File: config.mk
export PLATFORM = sky130hd
export DESIGN_NAME = wdog_cfg_guard
export DESIGN_NICKNAME = d
export VERILOG_FILES = /design/src/rtl/wdog_cfg_pkg.sv /design/src/rtl/wdog_key_seq.sv /design/src/rtl/wdog_upd_timer.sv /design/src/rtl/wdog_cfg_stage.sv /design/src/rtl/wdog_cfg_guard.sv
export SDC_FILE = /design/constraint.sdc
export NUM_CORES = 1
export LEC_CHECK = 0
export ABC_AREA = 1
export BUFFER_PORTS_ARGS = -buffer_cell sky130_fd_sc_hd__buf_4
export CORE_MARGIN = 3
export CORE_UTILIZATION = 40
export CTS_CLUSTER_SIZE = 16
export DETAILED_ROUTE_END_ITERATION = 12
export GPL_TIMING_DRIVEN = 1
export SLEW_MARGIN = 10
export SYNTH_ARGS = -nofsm -noshare
export SYNTH_HDL_FRONTEND = slang
export SYNTH_HIERARCHICAL = 1
export SYNTH_SLANG_ARGS = --single-unit
File: constraint.sdc
create_clock -name clk -period 2.63 [get_ports clk]
set_input_delay 0.1315 -clock clk [delete_from_list [all_inputs] [get_ports clk]]
set_output_delay 0.1315 -clock clk [all_outputs]
set_load 0.05 [all_outputs]
File: src/rtl/wdog_cfg_pkg.sv
package wdog_cfg_pkg;
  localparam int ADDR_W = 3;
  localparam int NUM_REG = 4;

  localparam logic [ADDR_W-1:0] A_CTRL_A = 3'd0;
  localparam logic [ADDR_W-1:0] A_CTRL_B = 3'd1;
  localparam logic [ADDR_W-1:0] A_COUNT  = 3'd2;
  localparam logic [ADDR_W-1:0] A_TOVAL  = 3'd3;
  localparam logic [ADDR_W-1:0] A_WINDOW = 3'd4;

  typedef enum logic [1:0] {
    PH_INIT   = 2'd0,
    PH_LOCKED = 2'd1,
    PH_OPEN   = 2'd2,
    PH_SEALED = 2'd3
  } phase_e;

  function automatic logic [ADDR_W-1:0] gate_addr(input int idx);
    case (idx)
      0: gate_addr = A_CTRL_A;
      1: gate_addr = A_CTRL_B;
      2: gate_addr = A_TOVAL;
      default: gate_addr = A_WINDOW;
    endcase
  endfunction
endpackage

File: src/rtl/wdog_key_seq.sv
module wdog_key_seq #(
  parameter int DATA_W = 16,
  parameter int KEY_GAP = 16,
  parameter logic [DATA_W-1:0] KEY1 = 16'h20C5,
  parameter logic [DATA_W-1:0] KEY2 = 16'h28D9
) (
  input  logic              clk,
  input  logic              rst_n,
  input  logic              key_wr,
  input  logic [DATA_W-1:0] key_data,
  input  logic              arm_en,
  output logic              unlock_ok,
  output logic              bad_key
);
  localparam int CW = (KEY_GAP > 1) ? $clog2(KEY_GAP) : 1;

  logic          armed;
  logic [CW-1:0] gap_cnt;

  assign unlock_ok = arm_en && armed && key_wr && (key_data == KEY2);
  assign bad_key   = arm_en && armed && key_wr && (key_data != KEY2);

  always_ff @(posedge clk or negedge rst_n) begin
    if (!rst_n) begin
      armed   <= 1'b0;
      gap_cnt <= '0;
    end else if (!arm_en) begin
      armed <= 1'b0;
    end else if (key_wr) begin
      if (!armed && key_data == KEY1) begin
        armed   <= 1'b1;
        gap_cnt <= '0;
      end else begin
        armed <= 1'b0;
      end
    end else if (armed) begin
      if (gap_cnt == CW'(KEY_GAP - 1)) armed <= 1'b0;
      else gap_cnt <= gap_cnt + 1'b1;
    end
  end


  bad_key_disarm_chk: assert property (@(posedge clk) disable iff (!rst_n)
    bad_key |=> !armed);
endmodule

File: src/rtl/wdog_upd_timer.sv
module wdog_upd_timer #(
  parameter int UPD_WIN = 128
) (
  input  logic clk,
  input  logic rst_n,
  input  logic start,
  input  logic run,
  output logic expire
);
  localparam int CW = (UPD_WIN > 1) ? $clog2(UPD_WIN) : 1;

  logic [CW-1:0] cnt;

  assign expire = run && (cnt == CW'(UPD_WIN - 1));

  always_ff @(posedge clk or negedge rst_n) begin
    if (!rst_n) cnt <= '0;
    else if (start) cnt <= '0;
    else if (run) cnt <= cnt + 1'b1;
  end


  window_close_chk: assert property (@(posedge clk) disable iff (!rst_n)
    expire |=> !run);
endmodule

File: src/rtl/wdog_cfg_stage.sv
module wdog_cfg_stage
  import wdog_cfg_pkg::*;
#(
  parameter int DATA_W = 16
) (
  input  logic              clk,
  input  logic              rst_n,
  input  logic              wr_valid,
  input  logic [ADDR_W-1:0] wr_addr,
  input  logic [DATA_W-1:0] wr_data,
  input  logic              open,
  input  logic              reload,
  input  logic              irq_event,
  output logic              commit,
  output logic [5:0]        ctrl_a,
  output logic [3:0]        ctrl_b_cfg,
  output logic              flag,
  output logic [DATA_W-1:0] timeout,
  output logic [DATA_W-1:0] window
);
  logic [3:0]        sh_b;
  logic [DATA_W-1:0] sh_to, sh_win;
  logic              st_b, st_to, st_win;
  logic              wr_a, wr_b, wr_to, wr_win;

  assign wr_a   = wr_valid && wr_addr == A_CTRL_A;
  assign wr_b   = wr_valid && wr_addr == A_CTRL_B;
  assign wr_to  = wr_valid && wr_addr == A_TOVAL;
  assign wr_win = wr_valid && wr_addr == A_WINDOW;

  assign commit = open && wr_a && st_to && st_b && (st_win || !sh_b[0]);

  always_ff @(posedge clk or negedge rst_n) begin
    if (!rst_n) begin
      ctrl_a     <= 6'h30;
      ctrl_b_cfg <= '0;
      timeout    <= '1;
      window     <= '0;
      sh_b       <= '0;
      sh_to      <= '1;
      sh_win     <= '0;
      {st_b, st_to, st_win} <= '0;
    end else if (commit) begin
      ctrl_a     <= wr_data[5:0];
      ctrl_b_cfg <= sh_b;
      timeout    <= sh_to;
      window     <= sh_win;
      {st_b, st_to, st_win} <= '0;
    end else if (reload) begin
      sh_b   <= ctrl_b_cfg;
      sh_to  <= timeout;
      sh_win <= window;
      {st_b, st_to, st_win} <= '0;
    end else if (open) begin
      if (wr_b) begin
        sh_b <= wr_data[3:0];
        st_b <= 1'b1;
      end
      if (wr_to) begin
        sh_to <= wr_data;
        st_to <= 1'b1;
      end
      if (wr_win) begin
        sh_win <= wr_data;
        st_win <= 1'b1;
      end
    end
  end

  always_ff @(posedge clk or negedge rst_n) begin
    if (!rst_n) flag <= 1'b0;
    else if (irq_event) flag <= 1'b1;
    else if (wr_b && wr_data[4]) flag <= 1'b0;
  end


  hold_without_commit_chk: assert property (@(posedge clk) disable iff (!rst_n)
    !commit |=> $stable(timeout) && $stable(ctrl_a) && $stable(window));

  flag_set_chk: assert property (@(posedge clk) disable iff (!rst_n)
    irq_event |=> flag);
endmodule

File: src/rtl/wdog_cfg_guard.sv
module wdog_cfg_guard
  import wdog_cfg_pkg::*;
#(
  parameter int DATA_W = 16,
  parameter int KEY_GAP = 16,
  parameter int UPD_WIN = 128,
  parameter logic [DATA_W-1:0] KEY_UNLOCK1 = 16'h20C5,
  parameter logic [DATA_W-1:0] KEY_UNLOCK2 = 16'h28D9
) (
  input  logic              clk,
  input  logic              rst_n,
  input  logic              wr_valid,
  input  logic [2:0]        wr_addr,
  input  logic [DATA_W-1:0] wr_data,
  input  logic              dbg_attached,
  input  logic              irq_event,
  output logic [5:0]        ctrl_a,
  output logic [4:0]        ctrl_b,
  output logic [DATA_W-1:0] timeout,
  output logic [DATA_W-1:0] window,
  output logic              cfg_open,
  output logic [3:0]        wr_gate,
  output logic              cfg_commit,
  output logic              unlock_rst_req
);
  phase_e     phase;
  logic       key_wr, key1_hit, unlock_ok, bad_key, expire;
  logic       dbg_violation, seal_violation;
  logic [3:0] b_cfg;
  logic       b_flag;

  assign key_wr   = wr_valid && wr_addr == A_COUNT;
  assign key1_hit = key_wr && wr_data == KEY_UNLOCK1;
  assign cfg_open = (phase == PH_INIT) || (phase == PH_OPEN);

  assign dbg_violation  = key1_hit && phase == PH_LOCKED && dbg_attached && !ctrl_a[1];
  assign seal_violation = key1_hit && phase == PH_SEALED;

  wdog_key_seq #(
    .DATA_W(DATA_W), .KEY_GAP(KEY_GAP), .KEY1(KEY_UNLOCK1), .KEY2(KEY_UNLOCK2)
  ) i_key (
    .clk(clk), .rst_n(rst_n), .key_wr(key_wr), .key_data(wr_data),
    .arm_en(phase == PH_LOCKED && !dbg_violation),
    .unlock_ok(unlock_ok), .bad_key(bad_key)
  );

  wdog_upd_timer #(.UPD_WIN(UPD_WIN)) i_timer (
    .clk(clk), .rst_n(rst_n), .start(unlock_ok),
    .run(phase == PH_OPEN), .expire(expire)
  );

  wdog_cfg_stage #(.DATA_W(DATA_W)) i_stage (
    .clk(clk), .rst_n(rst_n), .wr_valid(wr_valid), .wr_addr(wr_addr),
    .wr_data(wr_data), .open(cfg_open), .reload(unlock_ok || expire),
    .irq_event(irq_event), .commit(cfg_commit), .ctrl_a(ctrl_a),
    .ctrl_b_cfg(b_cfg), .flag(b_flag), .timeout(timeout), .window(window)
  );

  assign ctrl_b = {b_flag, b_cfg};

  for (genvar g = 0; g < NUM_REG; g++) begin : g_gate
    assign wr_gate[g] = wr_valid && cfg_open && (wr_addr == gate_addr(g));
  end

  always_ff @(posedge clk or negedge rst_n) begin
    if (!rst_n) begin
      phase          <= PH_INIT;
      unlock_rst_req <= 1'b0;
    end else begin
      unlock_rst_req <= bad_key || dbg_violation || seal_violation;
      if (cfg_commit) phase <= wr_data[5] ? PH_LOCKED : PH_SEALED;
      else if (unlock_ok) phase <= PH_OPEN;
      else if (expire) phase <= PH_LOCKED;
    end
  end


  seal_sticky_chk: assert property (@(posedge clk) disable iff (!rst_n)
    phase == PH_SEALED |=> phase == PH_SEALED);

  rst_req_cause_chk: assert property (@(posedge clk) disable iff (!rst_n)
    unlock_rst_req |-> $past(key_wr));

  gate_onehot_chk: assert property (@(posedge clk) disable iff (!rst_n)
    $onehot0(wr_gate));
endmodule

[After elaboration in Yosys (flattened, before gate mapping)]
Index checks and enable logic that the tools add are counted.
Word-level totals
  register bits: 97
  output and inout port bits: 50
  logic and storage cells: 128
Operators by class
  add/subtract/negate cells: 2
  eq/ne operators: 14
  muxes and demuxes: 38
  bitwise logic cells: 1
  reduce and logical (&&, ||, !) cells: 57
Operator list (number)
  $mux 16: 6
  $eq 16x14->1 const B: 2
  $mux 4: 7
  $logic_and 1x1->1: 27
  $mux 1: 19
  $ne 16x14->1 const B: 1
  $reduce_bool 3->1: 5
  $mux 7: 2
  $reduce_bool 2->1: 7
  $reduce_and 3->1: 3
  $mux 2: 4
  $add 7x1->7 const B: 1
  $eq 7x7->1 const B: 1
  $eq 3x2->1 const B: 2
  $reduce_and 2->1: 3
  $logic_or 1x1->1: 5
  $add 4x1->4 const B: 1
  $eq 2x2->1 const B: 2
  $eq 4x4->1 const B: 1
  $logic_not 1->1: 4
  $reduce_and 4->1: 1
  $eq 3x1->1 const B: 1
  $eq 3x3->1 const B: 1
  $logic_not 3->1: 1
  5 further kinds: 5

[Longest topological paths before layout]
  word-level depth: 14
  mapped depth: 16

[Modules after synthesis]
Netlist, hierarchy kept.
Modules (own cells, without submodules)
  wdog_cfg_stage: instances 1, cells an instance 465, area each 3722.3 µm²
  wdog_key_seq: instances 1, cells an instance 58, area each 379.1 µm²
  wdog_upd_timer: instances 1, cells an instance 48, area each 379.1 µm²
  wdog_cfg_guard: instances 1, cells an instance 48, area each 304.0 µm²

[Least setup slack after synthesis]
OpenSTA, ideal clock, no wires.
  path kind: flip-flop to output port
  start point: reg phase[0]
  end point: out wr_gate[0]
  data arrival time: 2.459 ns
  required time: 2.499 ns
  path slack: 0.039 ns
  stages on the path, launching flop included: 4
  path buffers: 0
  cell sequence: dfrtp_1 -> inv_1 -> nand2_1 -> nor4_1
Between the ends
  longest elaborated chain between the ends: 4
  elaborated cells between the ends (all ways): 5
RTL lines
  from (decl): line wdog_cfg_guard.sv:26  | phase_e phase;
  from (signal assigned): line wdog_cfg_guard.sv:71  | if (cfg_commit) phase <= wr_data[5] ? PH_LOCKED : PH_SEALED;
  $eq 2x2->1 / $logic_not 2->1 (equally long branches): line wdog_cfg_guard.sv:34  | assign cfg_open = (phase == PH_INIT) || (phase == PH_OPEN);
  $logic_or 1x1->1 *: line wdog_cfg_guard.sv:34
  net cfg_open: line wdog_cfg_guard.sv:21  | output logic cfg_open,
  $logic_and 1x1->1 * (2 in a row): line wdog_cfg_guard.sv:62  | assign wr_gate[g] = wr_valid && cfg_open && (wr_addr == gate_addr(g));
  to (decl): line wdog_cfg_guard.sv:22  | output logic [3:0] wr_gate,
Mark *: on every way through the listed nets, which the timed path passes. The rest lies on a longest branch.

[Final worst setup path]
  start point: reg phase[1]
  end point: reg i_stage.sh_b[2]
Between the ends
  longest elaborated chain between the ends: 12
  elaborated cells between the ends (all ways): 23
RTL lines
  $eq 2x1->1 *: line wdog_cfg_guard.sv:36, wdog_cfg_guard.sv:43
  $logic_and 1x1->1 (3 in a row): line wdog_cfg_guard.sv:36  | assign dbg_violation = key1_hit && phase == PH_LOCKED && dbg_attached && !ctrl_a[1];
  $logic_not 1->1: line wdog_cfg_guard.sv:43  | .arm_en(phase == PH_LOCKED && !dbg_violation),
  $logic_and 1x1->1 *: line wdog_cfg_guard.sv:43
  $logic_and 1x1->1 * (3 in a row): line wdog_key_seq.sv:20  | assign unlock_ok = arm_en && armed && key_wr && (key_data == KEY2);
  net unlock_ok: line wdog_cfg_guard.sv:27  | logic key_wr, key1_hit, unlock_ok, bad_key, expire;
  $logic_or 1x1->1 *: line wdog_cfg_guard.sv:54  | .wr_data(wr_data), .open(cfg_open), .reload(unlock_ok || expire),
  $reduce_bool 2->1 (no source line)
  $reduce_and 3->1 (no source line)
  to (signal assigned): line wdog_cfg_stage.sv:50  | sh_b <= ctrl_b_cfg;
  to (signal assigned): line wdog_cfg_stage.sv:56  | sh_b <= wr_data[3:0];
  to (decl): line wdog_cfg_stage.sv:21  | logic [3:0] sh_b;
Marked as above.
A chain may end at the register's enable or synchronous reset.

==> reports/summary.txt <==
DIE
--------------------------------------------------------------------------------------
Io pins                                                                             74
Placement row count                                                                 39
Core area                                                                 0.0116 sq mm
Die outline area                                                          0.0133 sq mm
Effective utilization at floorplan                                               41.4%
Overall die width                                                               115 um
Die span in y                                                                   115 um

SETUP PATH
--------------------------------------------------------------------------------------
Cell type of the slowest stage on the worst timing path                        dfrtp_1
Max Fanout on Critical Path                                                         13
Critical path buffers and inverters                                                  3
Critical path's top delay family                                          simple AND/OR/NAND/NOR gates
Ordered list of cells on the worst path                                   inv_1, nand2_1, nor3_2, nand4_1, and2_1, nand3_1, nor2_1, or2_2, nor2_4, clkinvlp_4, buf_4, nand4_1, nand2_1
Slowest cell delay on critical path                                             400 ps
Kind of launch point of the worst setup path                                  register
Data arrival time of the critical path                                         2700 ps
Required time of the worst setup path                                          2870 ps
Critical path endpoint category                                               register
CP Class                                                                  register to register

HOLD PATH
--------------------------------------------------------------------------------------
Min-delay worst type                                                      primary input to register

JOB
--------------------------------------------------------------------------------------
Max-cap violations                                                                   0

OUTCOME
--------------------------------------------------------------------------------------
Outcome                                                                   complete, no violations

TIMING
--------------------------------------------------------------------------------------
Fin. Hold Viols                                                                      0
Min setup slack post-route                                                      173 ps
Final Setup Violations                                                               0
Share of the cycle needed by the critical path after routing                     93.4%
Clock period minus final worst setup slack                                     2460 ps
Number of max-slew violations in the final report                                    0
Max-Slew Margin vs Limit                                                         59.5%
Post-route setup TNS                                                              0 ps
Worst Max-Slew Pin Slew                                                         607 ps
Peak Freq                                                                      407 MHz
Worst clock skew                                                               10.0 ps

CLOCK TREE
--------------------------------------------------------------------------------------
Clock slew seen by the registers of the worst setup and hold paths               70 ps
TritonCTS clock tree                                                             built
H-tree levels                                                                        3
TritonCTS buffer count                                                               9
Maximum count of clock buffers along a single path                                   2
Clock tree root driver cell                                                  clkbuf_16
Clock network latency to the later pin of the worst-skew pair                   350 ps
Sink count of the clock tree                                                        97

DRT
--------------------------------------------------------------------------------------
Pre-Repair DR Iteration Count                                                        5
# DRC                                                                                0
Overall routed net length                                                      12.6 mm
Average via count per standard cell                                               5.02
Antenna-violating nets left                                                          0
Vias after detailed routing                                                      4,233
Detail-routed net length per standard cell                                     15.0 um
Detailed router's first-iteration violation count                                  253

LOGIC SYNTHESIS
--------------------------------------------------------------------------------------
Leading cell types by total area after synthesis                          dfrtp_1 (33%), nand2_1 (24%), dfstp_2 (19%), nand4_1 (3.7%), nand3_1 (3.5%)
Number of distinct standard cells referenced by the synthesized netlist             35
Mean Syn Cell Area                                                          7.73 sq um
Post-synth ARST share                                                             100%
Syn Nets                                                                           645
Count of warnings emitted by yosys                                                   6
Mapped Area                                                               0.00478 sq mm
Sequential share of the synthesized area                                         51.6%
Post-synthesis sequential element count                                             97
Commonest cells in the netlist                                            nand2_1 (301), dfrtp_1 (63), nor2_1 (39)
EDFF count, synth                                                                    0
Main flop type after synthesis                                                 dfrtp_1
Number of instances in the synthesized netlist                                     619
Leading cell type by number of instances after synthesis                       nand2_1
Cell accounting for the most synthesized area                                  dfrtp_1
Fraction of synthesized cell area taken by the top area cell type                32.9%

PLACE
--------------------------------------------------------------------------------------
Post-DP HPWL                                                                   8.82 mm
IO Port Bufs                                                                        73
Worst setup timing slack at the placement stage                                80.3 ps
Gp weighted congestion                                                           0.801

GRT
--------------------------------------------------------------------------------------
Wire length of the first global-routing pass                                   20.6 mm
Initial antenna violation count                                                      0
Maximum number of pins on one net before global-route repair                        46
Remaining global-route overflow                                                      0
All-layer global routing usage                                                   19.9%
Via count of the first global-routing pass                                       4,086

FINAL LAYOUT
--------------------------------------------------------------------------------------
Final #Nets                                                                        721
Number of diodes                                                                     0
Fraction of final layout cells sized beyond drive strength 1                     23.6%
Number of filler cells placed in the layout                                      1,105
Area of combinational cells with multiple inputs                          0.00203 sq mm
Area taken by flip-flops and latches                                      0.00247 sq mm
Synth-to-Final Area Change                                                       21.8%

POWER
--------------------------------------------------------------------------------------
Maximum resistive drop on vdd                                               0.000280 V
Power per Cell Area                                                        547 mW/mm^2
Leakage                                                                        3.13 nW

## layout make-up
type,count,area share [%]
clock buffer,10,3.93
clock inverter,6,1.25
inverter,39,2.58
multi-input combinational,458,34.9
sequential,97,42.4
tap,143,3.07
timing repair buffer,90,11.9
## final timing paths
check / start / end / slack, ps / cells past startpoint
max reg2reg: phase[1] / i_stage/sh_b[2] / 170 / 13
max: phase[1] / i_stage/sh_b[2] / 170 / 13
max in group asynchronous: rst_n / i_stage/timeout[11] / 1470 / 3
min reg2reg: i_stage/sh_to[11] / i_stage/sh_to[11] / 460 / 2
min: wr_data[5] / phase[1] / 30 / 2
min in group asynchronous: rst_n / i_key/armed / 340 / 2
## stage by stage
stage	std cells	util [%]	hold slack (ps)	total power, W	cell area, sq um
final	843	50.4	28.3	0.00319	5830
after global routing	843	50.4	28.9	0.00333	5830
after CTS	841	50.1	12.0	0.00323	5790
after detailed placement	823	47.3	176	0.00186	5470
after global placement	823	47.3	175	0.00185	5470
after floorplan	619	-	-164	0.00174	4780
## cells by family after synthesis
logic type | Yosys count | share of synthesized area (%)
adders and majority gates | 2 | 0.523
and+or+nand+nor | 431 | 38.5
AOI/OAI and AO/OA | 24 | 3.01
DFF | 97 | 51.6
buffers and inverters | 64 | 6.20
xor gates and xnor gates | 1 | 0.183
## cell usage in the layout (no fill, tap or decap), types with 2 or more instances in the layout
cell type      synthesis  final
inv_2                  5      5
nor3_1                 3      3
o21ai_1                2      2
inv_1                 34     33
nor4_1                 3      3
nand4_1               28     28
buf_4                 10     87
nand2_2                6      6
clkbuf_16              0      9
dfstp_2               34     34
a21oi_1                9      9
o21ai_0                7      7
nor2_4                 4      4
nor2_2                 5      5
nand3_4                0      2
nand3_1               33     33
nand3b_1               3      3
dfrtp_1               63     63
ha_1                   2      2
clkinvlp_4             0      2
inv_6                  0      4
nor2_1                39     39
dlygate4sd3_1          0      2
nand2_1              301    301
## flip-flops by register name, summed over array words and instances, names as in the netlist, 2 cells and up
signal              flops
i_stage/ctrl_b_cfg      4
i_stage/sh_b            4
i_timer/cnt             7
i_stage/timeout        16
i_key/gap_cnt           4
phase                   2
i_stage/ctrl_a          6
i_stage/window         16
i_stage/sh_to          16
i_stage/sh_win         16
## power by group
part,total (W),internal [W],switching [W],leakage [nW]
logic,0.000268,0.000101,0.000168,1.80
clock network,0.00135,0.000752,0.000600,0.144
registers,0.00156,0.00153,0.0000330,1.19
## routing by layer
metal	routed length, um	part of all wire [%]	GRT usage [%]	vias to the layer above
met5	0	0	0	-
met4	223	1.8	8.45	0
met3	465	3.7	3.53	15
met2	5880	47	30.9	87
met1	6050	48	27.4	2029
li1	-	-	-	2102
## timing repair
action	in CTS	in global routing
setup buffers	0	2
hold endpoints to repair	33	0
setup endpoints to repair	0	36
gates resized for setup	0	3
hold buffers	2	0
Note: power is estimated with default switching activity, not from simulation.
